File: src/rtl/ncl_mux_pkg.sv
package ncl_mux_pkg;
  typedef struct packed {
    logic t;
    logic f;
  } dr_t;

  localparam dr_t DR_SPACER = '{t: 1'b0, f: 1'b0};

  function automatic logic dr_has_data(dr_t v);
    return v.t ^ v.f;
  endfunction

  function automatic logic dr_is_bad(dr_t v);
    return v.t & v.f;
  endfunction

  // inversion is a rail swap
  function automatic dr_t dr_inv(dr_t v);
    return '{t: v.f, f: v.t};
  endfunction
endpackage

File: src/rtl/ncl_c_elem.sv
module ncl_c_elem #(
  parameter int unsigned N_IN = 2
) (
  input  logic            clk_i,
  input  logic            rst_ni,
  input  logic [N_IN-1:0] in_i,
  output logic            q_o
);
  logic all_hi, all_lo;

  assign all_hi = &in_i;
  assign all_lo = ~|in_i;

  always_ff @(posedge clk_i or negedge rst_ni) begin
    if (!rst_ni)     q_o <= 1'b0;
    else if (all_hi) q_o <= 1'b1;
    else if (all_lo) q_o <= 1'b0;
  end

  p_c_set_r2: assert property (@(posedge clk_i) disable iff (!rst_ni)
    (&in_i) |=> q_o);
  p_c_clr_r2: assert property (@(posedge clk_i) disable iff (!rst_ni)
    (~|in_i) |=> !q_o);
  p_c_hold_r2: assert property (@(posedge clk_i) disable iff (!rst_ni)
    (!(&in_i) && (|in_i)) |=> $stable(q_o));
endmodule

File: src/rtl/ncl_dr_nand.sv
module ncl_dr_nand
  import ncl_mux_pkg::*;
(
  input  logic clk_i,
  input  logic rst_ni,
  input  dr_t  a_i,
  input  dr_t  b_i,
  output dr_t  y_o
);
  localparam int unsigned N_TERMS = 4;

  logic [1:0]         pair [N_TERMS];
  logic [N_TERMS-1:0] term;

  // term 0 drives the false rail; terms 1..3 are ORed into the true rail
  assign pair[0] = {a_i.t, b_i.t};
  assign pair[1] = {a_i.f, b_i.f};
  assign pair[2] = {a_i.f, b_i.t};
  assign pair[3] = {a_i.t, b_i.f};

  for (genvar g = 0; g < N_TERMS; g++) begin : g_term
    ncl_c_elem #(.N_IN(2)) u_c (
      .clk_i (clk_i),
      .rst_ni(rst_ni),
      .in_i  (pair[g]),
      .q_o   (term[g])
    );
  end

  assign y_o.f = term[0];
  assign y_o.t = |term[N_TERMS-1:1];
endmodule

File: src/rtl/ncl_completion.sv
module ncl_completion #(
  parameter int unsigned WIDTH   = 1,
  parameter int unsigned N_WATCH = 4
) (
  input  logic               clk_i,
  input  logic               rst_ni,
  input  logic [WIDTH-1:0]   z_t_i,
  input  logic [WIDTH-1:0]   z_f_i,
  input  logic [N_WATCH-1:0] w_t_i,
  input  logic [N_WATCH-1:0] w_f_i,
  output logic               done_o,
  output logic               null_o,
  output logic               err_o
);
  logic any_bad;

  assign done_o  = &(z_t_i ^ z_f_i);
  assign null_o  = ~|(z_t_i | z_f_i);
  assign any_bad = |(w_t_i & w_f_i);

  always_ff @(posedge clk_i or negedge rst_ni) begin
    if (!rst_ni)      err_o <= 1'b0;
    else if (any_bad) err_o <= 1'b1;
  end

  p_err_sticky_r7: assert property (@(posedge clk_i) disable iff (!rst_ni)
    err_o |=> err_o);
endmodule

File: src/rtl/ncl_dr_mux.sv
module ncl_dr_mux
  import ncl_mux_pkg::*;
#(
  parameter int unsigned WIDTH = 1
) (
  input  logic             clk_i,
  input  logic             rst_ni,
  input  logic             sel_t_i,
  input  logic             sel_f_i,
  input  logic [WIDTH-1:0] a_t_i,
  input  logic [WIDTH-1:0] a_f_i,
  input  logic [WIDTH-1:0] b_t_i,
  input  logic [WIDTH-1:0] b_f_i,
  output logic [WIDTH-1:0] z_t_o,
  output logic [WIDTH-1:0] z_f_o,
  output logic             done_o,
  output logic             null_o,
  output logic             err_o
);
  // watched pairs: select, a bits, b bits, z bits
  localparam int unsigned N_WATCH = 1 + 3 * WIDTH;

  dr_t s_d, s_n;
  assign s_d = '{t: sel_t_i, f: sel_f_i};
  assign s_n = dr_inv(s_d);

  for (genvar i = 0; i < WIDTH; i++) begin : g_bit
    dr_t a_d, b_d, x_d, y_d, z_d;
    assign a_d = '{t: a_t_i[i], f: a_f_i[i]};
    assign b_d = '{t: b_t_i[i], f: b_f_i[i]};

    ncl_dr_nand u_x (.clk_i(clk_i), .rst_ni(rst_ni), .a_i(s_d), .b_i(a_d), .y_o(x_d));
    ncl_dr_nand u_y (.clk_i(clk_i), .rst_ni(rst_ni), .a_i(s_n), .b_i(b_d), .y_o(y_d));
    ncl_dr_nand u_z (.clk_i(clk_i), .rst_ni(rst_ni), .a_i(x_d), .b_i(y_d), .y_o(z_d));

    assign z_t_o[i] = z_d.t;
    assign z_f_o[i] = z_d.f;
  end

  logic [N_WATCH-1:0] w_t, w_f;
  assign w_t = {sel_t_i, a_t_i, b_t_i, z_t_o};
  assign w_f = {sel_f_i, a_f_i, b_f_i, z_f_o};

  ncl_completion #(.WIDTH(WIDTH), .N_WATCH(N_WATCH)) u_cmp (
    .clk_i (clk_i),
    .rst_ni(rst_ni),
    .z_t_i (z_t_o),
    .z_f_i (z_f_o),
    .w_t_i (w_t),
    .w_f_i (w_f),
    .done_o(done_o),
    .null_o(null_o),
    .err_o (err_o)
  );

  logic in_full;
  assign in_full = dr_has_data(s_d) & (&(a_t_i ^ a_f_i)) & (&(b_t_i ^ b_f_i));

  p_z_needs_full_in_r3: assert property (@(posedge clk_i) disable iff (!rst_ni)
    $fell(null_o) |-> $past(in_full, 2));
  p_err_flag_r7: assert property (@(posedge clk_i) disable iff (!rst_ni)
    (|(w_t & w_f)) |=> err_o);
endmodule

File: config.mk
export PLATFORM = sky130hd
export DESIGN_NAME = ncl_dr_mux
export DESIGN_NICKNAME = d
export VERILOG_FILES = /design/src/rtl/ncl_mux_pkg.sv /design/src/rtl/ncl_c_elem.sv /design/src/rtl/ncl_dr_nand.sv /design/src/rtl/ncl_completion.sv /design/src/rtl/ncl_dr_mux.sv
export SDC_FILE = /design/constraint.sdc
export NUM_CORES = 1
export LEC_CHECK = 0
export ABC_AREA = 1
export BUFFER_PORTS_ARGS = -buffer_cell sky130_fd_sc_hd__buf_2
export CELL_PAD_IN_SITES_DETAIL_PLACEMENT = 0
export CELL_PAD_IN_SITES_GLOBAL_PLACEMENT = 2
export CORE_MARGIN = 1.5
export CORE_UTILIZATION = 30
export CTS_BUF_LIST = sky130_fd_sc_hd__clkbuf_4 sky130_fd_sc_hd__clkbuf_8
export CTS_CLUSTER_DIAMETER = 40
export DETAILED_ROUTE_END_ITERATION = 8
export GPL_TIMING_DRIVEN = 0
export PLACE_DENSITY = 0.84
export SLEW_MARGIN = 25
export SYNTH_ARGS = -nofsm -noshare
export SYNTH_HDL_FRONTEND = slang
export SYNTH_SLANG_ARGS = --single-unit
File: constraint.sdc
create_clock -name clk_i -period 1.2 [get_ports clk_i]
set_clock_uncertainty 0.1 [all_clocks]
set_input_delay 0.24 -clock clk_i [delete_from_list [all_inputs] [get_ports clk_i]]
set_output_delay 0.24 -clock clk_i [all_outputs]
set_load 0.005 [all_outputs]
==> results of run 1 <==
## per-stage QoR
step	setup WS, ps	power [mW]	hold slack [ps]	setup TNS, ps
3_3_place_gp	-128.7	0.8519	49.88	-216.7
5_1_grt	-520.2	1.409	143.6	-1719
2_1_floorplan	10.25	0.7385	-155.6	0
3_5_place_dp	-147.7	0.8641	51.55	-275.0
4_1_cts	-445.2	1.258	114.5	-1232
6_report	-457.5	1.312	124.4	-1403
## worst max path at each step
| stage | from | endpoint | cells after the start | slack (ps) |
|---|---|---|---|---|
| global route | g_bit[0].u_z.g_term[3].u_c.q_o | done_o | 3 | -520 |
| global placement | g_bit[0].u_z.g_term[3].u_c.q_o | done_o | 3 | -130 |
| floorplan | g_bit[0].u_z.g_term[3].u_c.q_o | u_cmp.err_o | 5 | 10 |
| finish | g_bit[0].u_z.g_term[3].u_c.q_o | done_o | 3 | -460 |
| CTS | g_bit[0].u_z.g_term[2].u_c.q_o | done_o | 3 | -450 |
| detailed placement | g_bit[0].u_z.g_term[3].u_c.q_o | done_o | 3 | -150 |
## metal layers
metal	global-route usage, %	vias up	wire [um]
li1	-	281	-
met2	18.64	12	538
met4	2.703	0	0
met1	16.01	235	645
met5	0	-	0
met3	5.655	0	73
## report_power, final
group          total, mW  leakage [nW]  internal (mW)  switching (mW)
clock network      0.297        0.0184          0.152           0.145
logic              0.450         0.272          0.243           0.207
registers          0.565         0.158          0.511          0.0542
## what timing repair did
action,CTS,global route
endpoints found under the hold margin,13,0
resized for setup,4,3
buffers inserted,2,2
setup endpoints to repair,4,5
hold buffers,1,0
pin swaps,3,3
## final cells by class
type | count | area, um^2 | share of cell area, %
repair buffers | 17 | 110.1 | 12.75
flip-flops and latches | 13 | 326.6 | 37.83
multi-input cells | 49 | 321.6 | 37.25
inverters | 11 | 41.29 | 4.783
well taps | 27 | 33.78 | 3.913
clock buffers | 4 | 30.03 | 3.478
## cells by family (layout without fill, tap and decap cells)
family / count (synthesis) / count (layout) / synth area share [%]
buf+inv: 11 / 32 / 6.134
flops: 13 / 13 / 48.33
compound gates: 11 / 11 / 8.178
simple gates: 27 / 27 / 16.91
fa+ha+maj: 11 / 11 / 20.45
## worst max-delay path, cell delays in order (launching register included)
cell and delay, ps:
dfrtp_1 400, nor3_2 240, ha_1 270, buf_2 130
## state kept, by name, summed over array words and instances (netlist names)
| name | count |
|---|---|
| u_cmp.err_o | 1 |
| g_bit.u_x.g_term.u_c.q_o | 4 |
| g_bit.u_y.g_term.u_c.q_o | 4 |
| g_bit.u_z.g_term.u_c.q_o | 4 |
## cell usage in the layout (no fill, tap or decap), drive strengths merged
master / count
ha: 11
nand3: 1
o21ai: 9
inv: 11
nor3: 1
dfrtp: 13
clkbuf: 4
nand4: 1
nor2: 5
nand2: 19
a21oi: 2
dlygate4sd3: 1
buf: 16
==> summary.txt, run 1 <==
STA
  – Post-layout min period: 1657 ps
  – Least-Margin Pin Slew: 302.5 ps
  – Unrepaired setup endpoints after global routing: yes
  – Setup violators final: 4
  – Max frequency: 603.3 MHz
  – Final hold violations: 0
  – Max Slew Vio Count: 0
  – Setup slack after layout: -457.5 ps
  – Rel. slew slack: 79.84%
  – Final period util: 138.1%

Run
  – Max-cap violations: 0

GRT
  – Largest net degree at the start of global routing: 14
  – Total grt overflow: 0
  – GRT Util Overall: 12.29%
  – First-pass GRT wire length: 2332 um
  – Vias in the first global route: 519
  – Antenna violations before repair: 0

Floorplanning
  – Num ports: 13
  – Initial Util: 32.97%
  – Die Width: 50.37 um
  – Core area: 2042 um^2
  – Row count: 16
  – DIE HEIGHT: 50.37 um
  – Die area: 2537 um^2

Routing
  – Drt pass-1 iters: 3
  – Vias: 528
  – WL per Instance: 10.39 um
  – Vias per cell: 4.364
  – Number of DRC markers in iteration 0: 7
  – Routed Wire Length: 1257 um
  – Antenna viol nets, final: 0
  – # DRC: 0

Yosys
  – Commonest cells post-synth: 19 x nand2_1, 13 x dfrtp_1, 11 x ha_1, 11 x inv_1, 8 x o21ai_0
  – Synth area leaders: dfrtp_1 48%, ha_1 20%, nand2_1 11%
  – Most frequent cell after synthesis: nand2_1
  – Post-synth top area cell: dfrtp_1
  – Ys async rst share: 100.0%
  – Syn Area/Cell: 9.221 um^2
  – Number of synthesized flops with an enable pin: 0
  – Ys Warns: 0
  – Synth unique cells: 12
  – Post-synth top area share: 48.33%
  – Flops & latches, synth: 13
  – Synth Flop Type: dfrtp_1
  – Cells after synthesis: 73
  – Synth Cell Area: 673.1 um^2
  – Sequential cell area fraction in the yosys report: 48.33%
  – Syn nets: 92

Placed design
  – Dpl cell area: 767.0 um^2
  – DP HPWL: 950.4 um
  – Cell count after placement: 112
  – RePlAce Congestion: 0.7073
  – I/O Buffers: 12

Setup path
  – RR Startpoint: g_bit[0].u_z.g_term[3].u_c.q_o
  – R2R Path End: u_cmp.err_o
  – Reg-to-reg slack, setup: -250 ps
  – R2R depth: 7
  – Critical path capture point type: primary output
  – Crit Path Class: reg2out
  – CP required: 860 ps
  – CP startpoint kind: flip-flop
  – Crit path DAT: 1320 ps
  – Critical Path Fanout Max: 2

CTS
  – CTS tree: done
  – Clock latency on the worst-skew pair: 280 ps
  – CTS buffer count: 3
  – Clk sinks: 13
  – CTS root buffer: clkbuf_4
  – H-tree depth: 1
  – Clock slew at reported path FFs: 80 ps
  – Bufs on Longest Clock Path: 2

Power and ir drop
  – Pwr dens: 1520 nW/um^2
  – Static Leak: 0.4484 nW
  – VDD IR-drop max: 0.6919 mV

Status
  – Outcome: complete, but fails checks
  – Failing checks: negative setup slack

Finish
  – Post-layout nets: 114
  – Area grow syn2layout: 28.25%
  – Layout cells sized above 1: 27.66%
  – Post-route cell area: 863.3 um^2
  – Post-route insts no fill: 121
  – Layout fillers: 226
  – Util after Layout: 42.28%
  – N_diodes: 0

Min path
  – Worst hold path type: in2reg
  – Hold depth: 3
  – Min-delay src: b_f_i
  – Worst Hold End: u_cmp.err_o
No activity file was read; power rests on OpenSTA's default activity.
==> inputs of run 2 (changes only) <==
--- a/config.mk
+++ b/config.mk
@@ -9,6 +9,7 @@
 export BUFFER_PORTS_ARGS = -buffer_cell sky130_fd_sc_hd__buf_2
 export CELL_PAD_IN_SITES_DETAIL_PLACEMENT = 0
 export CELL_PAD_IN_SITES_GLOBAL_PLACEMENT = 2
+export CORE_ASPECT_RATIO = 1.2
 export CORE_MARGIN = 1.5
 export CORE_UTILIZATION = 30
 export CTS_BUF_LIST = sky130_fd_sc_hd__clkbuf_4 sky130_fd_sc_hd__clkbuf_8
@@ -20,3 +21,4 @@
 export SYNTH_ARGS = -nofsm -noshare
 export SYNTH_HDL_FRONTEND = slang
 export SYNTH_SLANG_ARGS = --single-unit
+export TNS_END_PERCENT = 5
==> run 2 against run 1 <==
The flow still finishes with violations (negative setup slack). Total power fell by 8.8%. Utilization decreased by 2.6 points. Worst setup slack better by 43 ps. Critical path type unchanged. Critical endpoint unchanged. Highest routed layer is now met4.
==> summary.txt, run 2 (same netlist as run 1, synthesis figures left out) <==
STA
  – Post-layout min period: 1614 ps (-43.09 ps)
  – Rel. slew slack: 80.81% (+0.98 points)
  – Least-Margin Pin Slew: 287.8 ps (-14.63 ps)
  – Final hold violations: 0 (unchanged)
  – Final period util: 134.5% (-3.6 points)
  – Unrepaired setup endpoints after global routing: yes
  – Setup violators final: 4 (unchanged)
  – Setup slack after layout: -414.4 ps (+43.09 ps)
  – Max Slew Vio Count: 0 (unchanged)
  – Final hold slack: 127.3 ps (+2.906 ps)
  – Max frequency: 619.4 MHz (+2.7%)

CTS
  – CTS root buffer: clkbuf_4
  – CTS buffer count: 3 (unchanged)
  – Clock latency on the worst-skew pair: 270 ps (about the same)
  – Clock slew at reported path FFs: 70 ps (about the same)
  – CTS tree: done
  – Bufs on Longest Clock Path: 2 (unchanged)
  – H-tree depth: 1 (unchanged)
  – Clk sinks: 13 (unchanged)

Floorplanning
  – Die area: 2538 um^2 (about the same)
  – DIE HEIGHT: 54.89 um (+9.0%)
  – Die Width: 46.24 um (-8.2%)
  – Core area: 2095 um^2 (+2.6%)
  – Num ports: 13 (unchanged)
  – Initial Util: 32.14% (-0.83 points)
  – Row count: 18 (+2)

Finish
  – Post-layout nets: 112 (-1.8%)
  – Area grow syn2layout: 23.61%
  – N_diodes: 0 (unchanged)
  – Layout fillers: 219 (-3.1%)
  – Post-route cell area: 832.0 um^2 (-3.6%)
  – Sequential cell area: 325.3 um^2 (-0.38%)
  – Layout cells sized above 1: 22.83% (-4.8 points)
  – Commonest non-fill, non-tap cell in the layout: nand2_1
  – Commonest non-fill, non-tap cells in the layout: 19 x nand2_1, 13 x dfrtp_1, 11 x ha_1, 11 x buf_2, 10 x inv_1
  – Post-route insts no fill: 122 (+0.83%)
  – Multi-input gate area: 306.5 um^2 (-4.7%)
  – Biggest regs: g_bit.u_x.g_term.u_c.q_o x4, g_bit.u_y.g_term.u_c.q_o x4, g_bit.u_z.g_term.u_c.q_o x4

Placed design
  – I/O Buffers: 12 (unchanged)
  – DP HPWL: 874.3 um (-8.0%)
  – Cell count after placement: 115 (+2.7%)
  – Dpl cell area: 770.7 um^2 (+0.49%)
  – RePlAce Congestion: 0.6939 (-1.9%)

Setup path
  – Critical Path Fanout Max: 2 (unchanged)
  – CP Cell Sequence: nor3_2, ha_1, buf_2
  – Slowest cell on crit path: dfrtp_1
  – Crit Path Class: reg2out
  – CP delay by family, top: flip-flops
  – Worst Path Buf+Inv: 1 (unchanged)
  – Critical path capture point type: primary output
  – CP startpoint kind: flip-flop
  – Slowest stage delay, CP: 400 ps (about the same)
  – CP required: 860 ps (about the same)
  – Crit path DAT: 1270 ps (-50 ps)

Min path
  – Worst hold path type: in2reg

GRT
  – Met3 Use GR: 2.922% (-2.7 points)
  – Vias in the first global route: 420 (-19%)
  – Largest net degree at the start of global routing: 14 (unchanged)
  – Total grt overflow: 0 (unchanged)
  – Antenna violations before repair: 0 (unchanged)
  – GRT Max-Usage Layer: met2
  – Met1 GRT Util: 12.60% (-3.4 points)
  – Global Route met2 Usage: 15.28% (-3.4 points)
  – First-pass GRT wire length: 1794 um (-23%)
  – GRT Util Overall: 10.86% (-1.4 points)

Status
  – Outcome: complete, but fails checks
  – Failing checks: negative setup slack

Routing
  – Antenna viol nets, final: 0 (unchanged)
  – Drt pass-1 iters: 4 (+1)
  – # DRC: 0 (unchanged)
  – Vias per cell: 4.090 (-6.3%)
  – WL per Instance: 8.656 um (-17%)
  – Number of DRC markers in iteration 0: 6 (-1)
  – Routed Wire Length: 1056 um (-16%)
  – Vias: 499 (-5.5%)

Power and ir drop
  – Total Power: 1.197 mW (-8.8%)
  – Static Leak: 0.4361 nW (-2.7%)
  – VDD IR-drop max: 0.4889 mV (-29%)
  – Pwr dens: 1439 nW/um^2 (-5.3%)

Run
  – Max-cap violations: 0 (unchanged)
==> run 2: layout make-up <==
class,count,share of cell area (%)
repair buffers,15,10.98
multi-input cells,49,36.84
well taps,30,4.511
clock buffers,4,3.609
inverters,11,4.962
flip-flops and latches,13,39.10
==> run 2: repair_timing <==
action / in CTS / in global routing
gates resized for setup: 1 / 1
pin swaps: 1 / 2
endpoints found under the setup margin: 4 / 5
setup buffers: 1 / 1
hold buffers: 1 / 0
endpoints found under the hold margin: 13 / 0
==> run 2: worst min-delay path, delay by kind of cell <==
kind / cells / cell delay (ps)
simple gates: 2 / 120
buf+inv: 1 / 100
==> run 2: per-stage QoR <==
stage	setup WS, ps	TNS (ps)	utilization [%]
6_report	-414.4	-1195	39.73
3_5_place_dp	-136.7	-255.4	36.80
3_3_place_gp	-140.5	-269.4	36.80
2_1_floorplan	10.25	0	-
4_1_cts	-432.7	-1249	39.07
5_1_grt	-494.9	-1488	39.73
==> run 2: final timing paths <==
check	from	endpoint	slack [ps]	cells after the start
max	g_bit[0].u_z.g_term[2].u_c.q_o	done_o	-410	3
min	b_f_i	u_cmp.err_o	130	3
max reg2reg	g_bit[0].u_z.g_term[2].u_c.q_o	u_cmp.err_o	-170	6
min reg2reg	u_cmp.err_o	u_cmp.err_o	380	2
max in group asynchronous	rst_ni	g_bit[0].u_z.g_term[2].u_c.q_o	500	2
min in group asynchronous	rst_ni	g_bit[0].u_z.g_term[1].u_c.q_o	280	2
==> run 2: layer usage <==
layer,wire (um),vias to the layer above
li1,-,273
met1,514,211
met2,468,11
met3,30,4
met4,43,0
met5,0,-
==> run 2: where the power goes <==
group | switching (mW) | total (mW) | internal (mW)
Clock | 0.134 | 0.286 | 0.151
Sequential | 0.0509 | 0.561 | 0.510
Combinational | 0.168 | 0.351 | 0.183
Total | 0.353 | 1.20 | 0.844
==> inputs of run 3 (changes only) <==
--- a/config.mk
+++ b/config.mk
@@ -11,7 +11,7 @@
 export CELL_PAD_IN_SITES_GLOBAL_PLACEMENT = 2
 export CORE_ASPECT_RATIO = 1.2
 export CORE_MARGIN = 1.5
-export CORE_UTILIZATION = 30
+export CORE_UTILIZATION = 29
 export CTS_BUF_LIST = sky130_fd_sc_hd__clkbuf_4 sky130_fd_sc_hd__clkbuf_8
 export CTS_CLUSTER_DIAMETER = 40
 export DETAILED_ROUTE_END_ITERATION = 8
@@ -20,5 +20,6 @@
 export SLEW_MARGIN = 25
 export SYNTH_ARGS = -nofsm -noshare
 export SYNTH_HDL_FRONTEND = slang
+export SYNTH_HIERARCHICAL = 1
 export SYNTH_SLANG_ARGS = --single-unit
 export TNS_END_PERCENT = 5
==> run 3 against run 2 <==
The flow still finishes with violations (negative setup slack). Die area increased by 18%. Utilization down 1.2 points. Count of clock-buffer cells in the layout unchanged. Worst setup slack improved by 26 ps. Critical path depth increased by 2. Synthesized area up 15%. Largest cell class is now multi-input combinational cells. Largest power group is now combinational cells.
==> summary.txt, run 3 <==
Status
  – Outcome: complete, but fails checks
  – Failing checks: negative setup slack

STA
  – Unrepaired setup endpoints after global routing: yes
  – Setup slack after layout: -388.5 ps (+25.84 ps)
  – Rel. slew slack: 79.79% (-1.0 points)
  – Max frequency: 629.5 MHz (+1.6%)
  – Setup violators final: 7 (+3)
  – Final period util: 132.4% (-2.2 points)
  – Least-Margin Pin Slew: 303.2 ps (+15.33 ps)
  – Max Slew Vio Count: 0 (unchanged)
  – Final hold violations: 0 (unchanged)
  – Post-layout min period: 1589 ps (-25.84 ps)
  – Final hold slack: 181.5 ps (+54.26 ps)
  – Total Neg Setup Slack: -1084 ps (+110.5 ps)

CTS
  – Bufs on Longest Clock Path: 2 (unchanged)
  – Clock latency on the worst-skew pair: 280 ps (about the same)
  – CTS buffer count: 3 (unchanged)
  – Clk sinks: 13 (unchanged)
  – CTS root buffer: clkbuf_4
  – CTS tree: done
  – H-tree depth: 1 (unchanged)
  – Clock slew at reported path FFs: 90 ps (+20 ps)

Yosys
  – Synth area leaders: dfrtp_1 42%, nand2_1 22%, ha_1 21%
  – Ys Warns: 6 (+6)
  – Post-synth top area cell: dfrtp_1
  – Most frequent cell after synthesis: nand2_1
  – Ys async rst share: 100.0% (unchanged)
  – Synth unique cells: 6 (-6)
  – Number of synthesized flops with an enable pin: 0 (unchanged)
  – Synth Cell Area: 773.2 um^2 (+15%)
  – Synth Flop Type: dfrtp_1
  – Syn nets: 120 (+30%)
  – Commonest cells post-synth: 46 x nand2_1, 20 x inv_1, 13 x dfrtp_1, 13 x ha_1, 4 x nor2_1
  – Sequential cell area fraction in the yosys report: 42.07% (-6.3 points)
  – Syn Area/Cell: 7.811 um^2 (-15%)
  – Cells after synthesis: 99 (+36%)
  – Post-synth top area share: 42.07% (-6.3 points)
  – Flops & latches, synth: 13 (unchanged)

Setup path
  – Slowest cell on crit path: dfrtp_1
  – Crit path DAT: 1250 ps (-20 ps)
  – R2R depth: 6 (unchanged)
  – R2R Path End: g_bit[0].u_z/g_term[0].u_c/q_o
  – CP delay by family, top: flip-flops
  – Worst Path Buf+Inv: 2 (+1)
  – Slowest stage delay, CP: 380 ps (-20 ps)
  – CP startpoint kind: flip-flop
  – Critical Path Fanout Max: 2 (unchanged)
  – CP required: 860 ps (about the same)
  – RR Startpoint: g_bit[0].u_y/g_term[2].u_c/q_o
  – Critical path capture point type: primary output
  – Reg-to-reg slack, setup: -40 ps (+130 ps)
  – Crit Path Class: reg2out
  – CP Cell Sequence: nor2_1, nand2_1, inv_1, ha_1, buf_2

Placed design
  – DP HPWL: 1086 um (+24%)
  – RePlAce Congestion: 0.6622 (-4.6%)
  – I/O Buffers: 12 (unchanged)

Min path
  – Hold depth: 5 (+2)
  – Worst Hold End: u_cmp/err_o
  – Worst hold path type: in2reg
  – Min-delay src: b_f_i

Routing
  – # DRC: 0 (unchanged)
  – Routed Wire Length: 1389 um (+32%)
  – Drt pass-1 iters: 4 (unchanged)
  – WL per Instance: 9.138 um (+5.6%)
  – Number of DRC markers in iteration 0: 12 (+6)
  – Vias per cell: 4.224 (+3.3%)
  – Vias: 642 (+29%)
  – Antenna viol nets, final: 0 (unchanged)

Run
  – Max-cap violations: 0 (unchanged)

GRT
  – GRT Util Overall: 11.24% (+0.38 points)
  – Vias in the first global route: 601 (+43%)
  – Antenna violations before repair: 0 (unchanged)
  – Largest net degree at the start of global routing: 14 (unchanged)
  – First-pass GRT wire length: 2435 um (+36%)
  – Total grt overflow: 0 (unchanged)

Power and ir drop
  – Pwr dens: 1427 nW/um^2 (-0.82%)
  – Int Pwr: 956.1 uW (+13%)
  – Clk pwr share: 21.2% (-2.6 points)
  – Gate power share: 40.1% (+11 points)
  – Reg power frac: 38.7% (-8.1 points)
  – Switching share of power: 31.26% (+1.7 points)
  – Static Leak: 0.6046 nW (+39%)
  – Net Sw Power: 434.8 uW (+23%)
  – VDD IR-drop max: 0.5672 mV (+16%)

Finish
  – Biggest regs: g_bit.u_x/g_term.u_c/q_o x4, g_bit.u_y/g_term.u_c/q_o x4, g_bit.u_z/g_term.u_c/q_o x4
  – N_diodes: 0 (unchanged)
  – Area grow syn2layout: 26.05%
  – Commonest non-fill, non-tap cell in the layout: nand2_1
  – Layout cells sized above 1: 21.85% (-0.98 points)
  – Post-layout nets: 141 (+26%)
  – Commonest non-fill, non-tap cells in the layout: 44 x nand2_1, 19 x inv_1, 13 x dfrtp_1

Floorplanning
  – DIE HEIGHT: 59.57 um (+8.5%)
  – Die Width: 50.14 um (+8.4%)
  – Row count: 20 (+2)
  – Initial Util: 30.59% (-1.5 points)
  – Core area: 2527 um^2 (+21%)
  – Num ports: 13 (unchanged)
  – Die area: 2986 um^2 (+18%)
[run 3: repair_timing]
item,in CTS,in global routing
setup buffers,2,1
hold buffers,1,0
pin swaps,4,1
resized for setup,3,5
endpoints found under the setup margin,6,9
endpoints found under the hold margin,13,0
[run 3: tightest hold or removal path, cell delays in order]
cell     delay [ps]
buf_2           110
nand2_1          50
nand2_1          50
nor2_1           30
nand2_1          40
[run 3: kinds of logic (layout without fill, tap and decap cells)]
kind of cell	Yosys count	after routing	share of synthesized area (%)
adder cells (fa/ha/maj)	13	13	21.04
AND/OR/NAND/NOR	50	50	24.27
flip-flops	13	13	42.07
buffers and inverters	23	43	12.62
[run 3: metrics by stage]
stage | utilization, % | power (mW) | setup WS (ps) | cell area, um^2 | cells
final | 38.56 | 1.391 | -388.5 | 974.7 | 152
after global routing | 38.56 | 1.520 | -465.9 | 974.7 | 152
after CTS | 37.33 | 1.365 | -406.4 | 943.4 | 151
after detailed placement | 34.60 | 0.9741 | -113.0 | 874.6 | 144
after global placement | 34.60 | 0.9556 | -99.91 | 874.6 | 144
after floorplan | - | 0.8185 | 40.29 | 773.2 | 99
[run 3: worst max-delay path by stage]
stage	from	end	cells past startpoint	slack [ps]
detailed placement	g_bit[0].u_z/g_term[2].u_c/q_o	done_o	5	-110
CTS	g_bit[0].u_z/g_term[1].u_c/q_o	done_o	5	-410
global placement	g_bit[0].u_z/g_term[2].u_c/q_o	done_o	5	-100
floorplan	g_bit[0].u_z/g_term[2].u_c/q_o	done_o	4	40
finish	g_bit[0].u_z/g_term[1].u_c/q_o	done_o	5	-390
global route	g_bit[0].u_z/g_term[1].u_c/q_o	done_o	5	-470
[run 3: power groups by stage]
stage	logic, mW	registers (mW)	clock network (mW)
CTS	0.515	0.541	0.309
finish	0.558	0.538	0.294
detailed placement	0.427	0.547	0
floorplan	0.282	0.536	0
global placement	0.411	0.545	0
global route	0.640	0.549	0.330
[run 3: final cells by class]
type	count	area [um^2]
Buffer	3	26.28
Clock buffer	4	30.03
Fill cell	270	1553
Inverter	20	75.07
Multi-Input combinational cell	63	367.9
Sequential cell	13	325.3
Tap cell	33	41.29
Timing Repair Buffer	16	108.9
[run 3: routing by layer]
layer	vias up	GRT usage (%)	part of all wire [%]
li1	329	-	-
met1	297	11.36	42
met2	14	20.11	53
met3	2	2.525	3.8
met4	0	8.333	1.2
met5	-	0	0
